==> src/rtl/kp_pkg.sv <==
package kp_pkg;
  localparam int unsigned GROUP_W = 4;
  typedef logic [GROUP_W-1:0] group_t;

  // inverted view of one group: pressed (1) becomes 0
  function automatic group_t present(input group_t pressed);
    return ~pressed;
  endfunction
endpackage

==> src/rtl/kp_sync.sv <==
module kp_sync #(
  parameter int unsigned WIDTH  = 8,
  parameter int unsigned STAGES = 2
) (
  input  logic             clk,
  input  logic             rst_n,
  input  logic [WIDTH-1:0] d_i,
  output logic [WIDTH-1:0] q_o
);
  logic [WIDTH-1:0] chain [STAGES];

  genvar g;
  generate
    for (g = 0; g < STAGES; g++) begin : g_stage
      always_ff @(posedge clk or negedge rst_n) begin
        if (!rst_n) chain[g] <= '0;
        else if (g == 0) chain[g] <= d_i;
        else chain[g] <= chain[(g == 0) ? 0 : g-1];
      end
    end
  endgenerate

  assign q_o = chain[STAGES-1];

  generate
    if (STAGES == 2) begin : g_chk
      logic [1:0] since_rst;
      always_ff @(posedge clk or negedge rst_n) begin
        if (!rst_n) since_rst <= '0;
        else if (since_rst != 2'd2) since_rst <= since_rst + 2'd1;
      end
      p_two_edge_delay_r6: assert property (@(posedge clk) disable iff (!rst_n)
        (since_rst == 2'd2) |-> (q_o == $past(d_i, 2)));
    end
  endgenerate
endmodule

==> src/rtl/kp_select.sv <==
module kp_select
  import kp_pkg::*;
(
  input  logic       hi_sel_n,
  input  logic       lo_sel_n,
  input  logic [7:0] keys,
  output group_t     lines_o
);
  always_comb begin
    if (!hi_sel_n)      lines_o = present(keys[7:4]);
    else if (!lo_sel_n) lines_o = present(keys[3:0]);
    else                lines_o = '1;
  end
endmodule

==> src/rtl/kp_fall_detect.sv <==
module kp_fall_detect
  import kp_pkg::*;
(
  input  logic   clk,
  input  logic   rst_n,
  input  group_t lines_i,
  output logic   fall_o
);
  group_t prev_q;

  always_ff @(posedge clk or negedge rst_n) begin
    if (!rst_n) prev_q <= '1;
    else        prev_q <= lines_i;
  end

  assign fall_o = |(prev_q & ~lines_i);
endmodule

==> src/rtl/keypad_port.sv <==
module keypad_port
  import kp_pkg::*;
#(
  parameter int unsigned          ADDR_W   = 16,
  parameter logic [ADDR_W-1:0]    REG_ADDR = 16'hFF00,
  parameter int unsigned          SYNC_N   = 2
) (
  input  logic              clk,
  input  logic              rst_n,
  input  logic [ADDR_W-1:0] bus_addr,
  input  logic              bus_wr,
  input  logic [7:0]        bus_wdata,
  input  logic              bus_rd,
  output logic [7:0]        bus_rdata,
  output logic              bus_rvalid,
  input  logic [7:0]        keys_i,
  output logic              irq_o
);
  localparam int unsigned HI_SEL = 1; // data bit 5 within the upper nibble
  localparam int unsigned LO_SEL = 2; // data bit 6 within the upper nibble

  logic       hit;
  logic [3:0] upper_q;
  logic [7:0] keys_s;
  group_t     lines;

  assign hit = (bus_addr == REG_ADDR);

  always_ff @(posedge clk or negedge rst_n) begin
    if (!rst_n)            upper_q <= 4'hF;
    else if (bus_wr && hit) upper_q <= bus_wdata[7:4];
  end

  kp_sync #(.WIDTH(8), .STAGES(SYNC_N)) u_sync (
    .clk(clk), .rst_n(rst_n), .d_i(keys_i), .q_o(keys_s)
  );

  kp_select u_sel (
    .hi_sel_n(upper_q[HI_SEL]),
    .lo_sel_n(upper_q[LO_SEL]),
    .keys(keys_s),
    .lines_o(lines)
  );

  kp_fall_detect u_fall (
    .clk(clk), .rst_n(rst_n), .lines_i(lines), .fall_o(irq_o)
  );

  assign bus_rvalid = bus_rd && hit;
  assign bus_rdata  = bus_rvalid ? {upper_q, lines} : 8'h00;

  p_irq_sees_low_line_r7: assert property (@(posedge clk) disable iff (!rst_n)
    irq_o |-> (lines != 4'hF));

  p_idle_no_irq_r5: assert property (@(posedge clk) disable iff (!rst_n)
    (upper_q[HI_SEL] && upper_q[LO_SEL] && $past(upper_q[HI_SEL] && upper_q[LO_SEL]))
      |-> !irq_o);

  p_hold_without_write_r8: assert property (@(posedge clk) disable iff (!rst_n)
    !$past(bus_wr && hit) |-> $stable(upper_q));

  p_capture_on_write_r1: assert property (@(posedge clk) disable iff (!rst_n)
    (bus_wr && hit) |=> (upper_q == $past(bus_wdata[7:4])));
endmodule

==> config.mk <==
export PLATFORM = sky130hd
export DESIGN_NAME = keypad_port
export DESIGN_NICKNAME = d
export VERILOG_FILES = /design/src/rtl/kp_pkg.sv /design/src/rtl/kp_sync.sv /design/src/rtl/kp_select.sv /design/src/rtl/kp_fall_detect.sv /design/src/rtl/keypad_port.sv
export SDC_FILE = /design/constraint.sdc
export NUM_CORES = 1
export LEC_CHECK = 0
export ABC_AREA = 1
export ABC_CLOCK_PERIOD_IN_PS = 900
export BUFFER_PORTS_ARGS = -buffer_cell sky130_fd_sc_hd__buf_2
export CORE_UTILIZATION = 33
export DETAILED_ROUTE_END_ITERATION = 8
export GPL_TIMING_DRIVEN = 0
export PLACE_DENSITY = 0.63
export SLEW_MARGIN = 5
export SYNTH_ARGS = -nofsm -noshare
export SYNTH_HDL_FRONTEND = slang
export SYNTH_SLANG_ARGS = --single-unit
==> constraint.sdc <==
create_clock -name clk -period 0.9 [get_ports clk]
set_input_delay 0.045 -clock clk [delete_from_list [all_inputs] [get_ports clk]]
set_output_delay 0.045 -clock clk [all_outputs]
set_load 0.01 [all_outputs]
Word-level counts from Yosys, hierarchy flattened

Cells that the tools add are included.

Flip-flop bits (word level): 24
Input port bits: 36
Logic and storage cells: 15

Equality and inequality tests: 1
Muxes and demuxes: 3
Bitwise operators: 4
Reductions and logical operators: 3

Operators with widths:

| cell                                  | count |
|---|---|
| 16-bit == test, second input constant | 1 |
| 4-bit inverter                        | 3 |
| 4-bit two-way mux                     | 2 |
| 8-bit two-way mux                     | 1 |
| 4-bit AND                             | 1 |
| 4-bit OR reduction                    | 1 |
| 1-bit logical AND                     | 2 |

Longest topological paths before layout

Gate-level depths: netlist of the first run.

Depth after elaboration: 6
Depth in mapped cells: 7

Hierarchy

A second synthesis of the first run with hierarchy kept.

Cells, all modules: 107
Area total of the unflattened synthesis: 1039.7 µm²

By module, submodules not included:

| module         | times used | cells each | area an instance (µm²) | sequential area each (µm²) |
|---|---|---|---|---|
| kp_sync        | 1          | 24         | 460.4                  | 400.4 |
| keypad_port    | 1          | 49         | 351.6                  | 105.1 |
| kp_fall_detect | 1          | 17         | 153.9                  | 105.1 |
| kp_select      | 1          | 17         | 73.8                   | 0.0 |

Worst setup path after synthesis of the first run

OpenSTA, ideal clock, no wires.

Path kind: reg-to-output
From: register upper_q[1]
To: output irq_o
Arrival: 956 ps
Required time: 855 ps
Setup slack: -101 ps
Cell stages (with the launch flop): 6
Buffers on the path: 0
Cell sequence: dfstp_2 inv_1 nand2_1 nand2_1 nand2_1 nand4_1

Word-level cells in the longest chain between the ends: 4

Ends and longest elaborated chain:

| item                     | RTL line             | RTL |
|---|---|---|
| start: declaration       | keypad_port.sv:23    | `logic [3:0] upper_q;` |
| start signal: assignment | keypad_port.sv:31    | `else if (bus_wr && hit) upper_q <= bus_wdata[7:4];` |
| 4-bit two-way mux        | kp_select.sv:10      | `if (!hi_sel_n) lines_o = present(keys[7:4]);` |
| 4-bit inverter           | kp_fall_detect.sv:16 | `assign fall_o = \|(prev_q & ~lines_i);` |
| 4-bit AND                | kp_fall_detect.sv:16 |  |
| 4-bit OR reduction       | kp_fall_detect.sv:16 |  |
| end: declaration         | keypad_port.sv:17    | `output logic irq_o` |

Every way passes these cells.

Worst setup path after layout of the first run

Ends and elaborated chain as after synthesis.

==> summary.txt, run 1 <==
outcome = finished with violations
failing checks = setup timing
placed cell areas = 1156 um2
Peak VDD IR = 1093 uV
Root Buffer = clkbuf_4
grt ovf = 0
TritonCTS Sinks = 24
Final Hold Fails = 0
initial drt markers = 8
DIE WIDTH = 54.47 um
Crit Path Category = register to primary output
share of cells above drive strength 1 = 56.08%
Area growth syn-to-layout = 54.13%
CTS Buffer Depth = 2
worst-case reg-to-reg path depth = 3
DR vias = 753
Die H = 54.47 um
final slew viol count = 0
register area share after synthesis = 67.22%
PortBufs = 41
Netlist cell types = 11
antenna cells = 0
Final HPWL DP = 1.148 mm
Setup TNS = -3506 ps
largest net degree at the start of global routing = 25
syn avg cell area = 10.56 um2
syn_nets = 122
mux cell area share after synthesis = 0%
most common cell in the synthesized netlist = nand2_1
max frequency = 691.7 MHz
# nets final = 185
CTS H-Tree Depth = 1
total CTS buffers = 3
async set or reset register ratio after synthesis = 100.0%
crit-path max FO = 6
EDFF count, synth = 0
DRT Pass-1 Iters = 4
Synth Area in Simple Gates = 28.24%
Critical Path RT = 850 ps
Setup Skew = 6.842 ps
Syn Inst Count = 86
GPL Wtd Cong = 0.7647
wire per inst = 9.747 um
Yosys warnings = 0
RSZ-0062 raised after global routing = true
crit end category = primary output
first-pass GRT wire length = 2.856 mm
Initial Utilization = 35.69%
power per cell area = 1272 nW/um2
worst slew margin relative to its limit = 67.64%
#FFs+latches synth = 24
# setup viols final = 12
Synth Cell Area = 908.4 um2
Max Cap Viol = 0
worst path arrival time = 1400 ps
# DRC = 0
Ports = 46
hold depth = 3
Leakage = 0.0006823 uW
Via-to-Cell Ratio = 4.230
design area = 1400 um2
Post-Synth XOR/XNOR Area = 0%
Synth Area in Compound Gates = 0%
ys flop type = dfrtp_1
CTS tree = built
drt total wl = 1.735 mm
GRT Total Usage = 13.83%
Detail Route Antenna Nets = 0
Yosys top cell area share = 44.08%
core area = 2545 um2
adder-cell share of the synthesized area = 0%
synth top area cells = dfrtp_1, dfstp_2, nand2_1
Worst-path clk slew = 110 ps
main combinational cell family by area after synthesis = simple AND/OR/NAND/NOR gates
top post-synthesis cells by count = nand2_1, dfrtp_1, inv_1
crit share post-route = 160.6%
antenna violations before repair = 0
Finished Core Util = 55.01%
site row count = 18
leading area contributor after synthesis = dfrtp_1
worst-skew pair later-pin latency = 300 ps
Setup crit start kind = register
min-delay worst type = input pin to register
min cycle time layout = 1446 ps
die area = 2966 um2
Setup WS post-layout = -545.7 ps
vias in the first global route = 764
Tightest Pin Transition = 485.5 ps
==> routing by layer <==
metal  track usage [%]  up-vias  routed length, um
met5                 0        -                  0
met1             13.98      342                681
met4             7.265        0                  0
met2             26.83       17               1001
li1                  -      394                  -
met3             1.944        0                 52
==> worst max-delay path, stage by stage (launching register included) <==
cell     delay [ps]
dfstp_2         610
inv_4            70
nand2_2          60
nand2_2          70
nand2_2          60
nand4_1          90
buf_2           150
==> state kept, by name, summed over array words and instances (netlist names) <==
name,cells
u_sync.chain,8
u_sync.q_o,8
u_fall.prev_q,4
upper_q,4
==> final timing paths <==
check / start / to / slack, ps
setup / recovery: upper_q[1]$_DFFE_PN1P_ / irq_o / -550
hold / removal: bus_wr / upper_q[0]$_DFFE_PN1P_ / 20
setup reg to reg: upper_q[1]$_DFFE_PN1P_ / u_fall.prev_q[1]$_DFF_PN1_ / -20
hold reg to reg: u_sync.chain[10]$_DFF_PN0_ / u_sync.q_o[2]$_DFF_PN0_ / 360
max in group asynchronous: rst_n / u_fall.prev_q[3]$_DFF_PN1_ / 320
min in group asynchronous: rst_n / u_sync.chain[14]$_DFF_PN0_ / 220
==> final cells by class <==
cell class	count	area, um2
Tap cell	30	37.54
Timing Repair Buffer	57	370.4
Inverter	11	46.29
Multi-Input combinational cell	52	309.0
Fill cell	221	1145
Clock buffer	4	26.28
Sequential cell	24	610.6
==> cells by family after synthesis <==
logic type / count (synthesis)
buf+inv: 11
flops: 24
simple gates: 51
==> where the power goes <==
part,leakage [uW],internal [uW],switching (uW)
logic,0.000398,108,83.0
registers,0.000270,1130,12.8
clock network,0.0000150,172,274
total,0.000682,1410,370
==> cells in the final DEF, fill, tap and decap left out, drive strengths merged <==
master / instances
buf: 44
nand2: 25
dfrtp: 16
nor2: 14
dlygate4sd3: 13
inv: 11
dfstp: 8
nand3: 7
nand4: 6
clkbuf: 4
==> metrics by stage <==
| step | total power, uW | hold WS [ps] | setup slack [ps] | cells |
|---|---|---|---|---|
| floorplan | 1195 | -250.6 | -70.10 | 86 |
| global placement | 1287 | 23.11 | -213.2 | 157 |
| detailed placement | 1295 | 32.23 | -228.1 | 157 |
| CTS | 1788 | 7.030 | -551.9 | 177 |
| global route | 1875 | 7.624 | -663.2 | 178 |
| finish | 1782 | 24.75 | -545.7 | 178 |
==> timing repair <==
action,CTS,global route
hold buffers,13,0
pin swaps,12,9
resized for setup,10,11
setup buffers,3,0
endpoints found under the hold margin,28,0
setup endpoints to repair,14,14
gates cloned,0,1
Note: power is estimated with default switching activity, not from simulation.
==> run 2: changes to the inputs <==
ABC_CLOCK_PERIOD_IN_PS = 1670   (was 900)
PLACE_DENSITY = 0.61   (was 0.63)
clock period = 1.67 ns   (was 0.9 ns; I/O delays follow)
==> run 2 against run 1 <==
  * The run now ends clean
  * Final cell count decreased by 1.7%
  * Design area decreased by 4.2%
  * Clock power decreased by 9.6%
  * Core utilization decreased by 2.3 points
  * Global-route usage decreased by 1.1 points
  * Register-to-register slack improved by 680 ps
  * Combinational power decreased by 52%
==> summary.txt, run 2 (synthesized netlist as in run 1, its figures left out) <==
Max Cap Viol = 0
worst-case reg-to-reg path depth = 4
Root Buffer = clkbuf_4
Setup WS post-layout = 132.4 ps
worst path arrival time = 1450 ps
TritonCTS Sinks = 24
Ports = 46
hold depth = 3
most common cell after layout, fill and taps aside = buf_2
Critical Path RT = 1590 ps
Final Hold Fails = 0
Setup TNS = 0 ps
Reg2Reg Setup Slack = 660 ps
Switching Fraction = 18.54%
Setup crit start kind = register
worst-skew pair later-pin latency = 310 ps
Area growth syn-to-layout = 47.66%
CTS tree = built
site row count = 18
Critical R2R Capture = u_fall.prev_q[2]$_DFF_PN1_
sw power = 206.2 uW
vias in the first global route = 673
Setup Skew = 2.265 ps
hold path startpoint = bus_wr
Tightest Pin Transition = 480.4 ps
max frequency = 650.4 MHz
origin of the critical flop-to-flop path = upper_q[1]$_DFFE_PN1P_
core area = 2545 um2
die area = 2966 um2
Hold Path End = upper_q[3]$_DFFE_PN1P_
Detail Route Antenna Nets = 0
CTS Buffer Depth = 2
DRT Pass-1 Iters = 4
Gate power share = 8.3%
Worst-path clk slew = 120 ps
GPL Wtd Cong = 0.7930
PortBufs = 41
Die H = 54.47 um
Initial Utilization = 35.69%
final slew viol count = 0
total CTS buffers = 3
most frequent cells in the layout = buf_2, nand2_1, dfrtp_1
min cycle time layout = 1538 ps
antenna cells = 0
Leakage = 0.0006850 uW
initial drt markers = 7
Seq pwr share = 55.3%
# DRC = 0
largest net degree at the start of global routing = 25
worst slew margin relative to its limit = 67.97%
antenna violations before repair = 0
Hold Slack = 39.78 ps
Post-Place Cells = 157
DIE WIDTH = 54.47 um
# nets final = 182
share of cells above drive strength 1 = 43.45%
grt ovf = 0
fillers = 224
Final Instance Count excl. Fillers = 175
GRT Total Usage = 12.77%
crit-path max FO = 6
crit end category = primary output
Crit Path Category = register to primary output
Final HPWL DP = 1.179 mm
outcome = complete, no violations
DR vias = 728
Peak VDD IR = 663.2 uV
first-pass GRT wire length = 2.601 mm
wire per inst = 8.977 um
pre-CTS setup slack = 485.9 ps
crit share post-route = 92.07%
Via-to-Cell Ratio = 4.160
CTS H-Tree Depth = 1
# setup viols final = 0
drt total wl = 1.571 mm
Clock Power Share = 36.3%
min-delay worst type = input pin to register
internal power = 905.8 uW
power per cell area = 829.0 nW/um2
## run 2: cell count changes in the layout (fill, tap and decap cells not counted), sizes merged
cell	before	now
bufinv	0	1
nand3	7	6
buf	44	42
clkbuf	4	3
## run 2: routing by layer
layer / global-route usage [%] / vias up / routed length (um)
li1: - / 382 / -
met1: 13.11 / 321 / 687
met2: 22.97 / 20 / 782
met3: 5.000 / 5 / 80
met4: 5.128 / 0 / 21
met5: 0 / - / 0
## run 2: per-stage QoR
stage	power [uW]	area [um2]	utilization, %
3_5_place_dp	697.5	1151	45.23
6_report	1112	1341	52.70
2_1_floorplan	643.6	908.4	-
3_3_place_gp	693.4	1151	45.23
5_1_grt	1166	1341	52.70
4_1_cts	1126	1334	52.41
## run 2: what timing repair did
item / in CTS / in global routing
setup endpoints to repair: 0 / 1
hold buffers: 13 / 0
endpoints found under the hold margin: 28 / 0
buffers inserted: 0 / 1
resized for setup: 0 / 1
## run 2: cell type report
class / instances / area, um2 / area share (%)
Inverter: 11 / 41.29 / 3.078
Tap cell: 30 / 37.54 / 2.798
Sequential cell: 24 / 610.6 / 45.52
Clock buffer: 3 / 22.52 / 1.679
Timing Repair Buffer: 55 / 342.8 / 25.56
Clock inverter: 1 / 30.03 / 2.239
Multi-Input combinational cell: 51 / 256.5 / 19.12
## run 2: worst max-delay path, stage by stage (launching register included)
cell and delay, ps:
dfstp_2 610, buf_4 120, nand3_1 70, nand2_1 110, nand2_1 60, nand4_1 60, buf_2 130
## run 2: how the worst max path moves through the flow
stage | start | endpoint | slack [ps]
floorplan | upper_q[1]$_DFFE_PN1P_ | irq_o | 630
global placement | upper_q[1]$_DFFE_PN1P_ | irq_o | 490
detailed placement | upper_q[1]$_DFFE_PN1P_ | irq_o | 490
CTS | upper_q[1]$_DFFE_PN1P_ | irq_o | 120
global route | upper_q[1]$_DFFE_PN1P_ | irq_o | -2
finish | upper_q[1]$_DFFE_PN1P_ | irq_o | 130
## run 2: power groups by stage
stage	clock (uW)	sequential, uW	combinational [uW]
2_1_floorplan	0	625	19.0
3_3_place_gp	0	626	67.5
3_5_place_dp	0	626	71.0
4_1_cts	416	616	94.0
5_1_grt	443	618	105
6_report	404	615	92.6
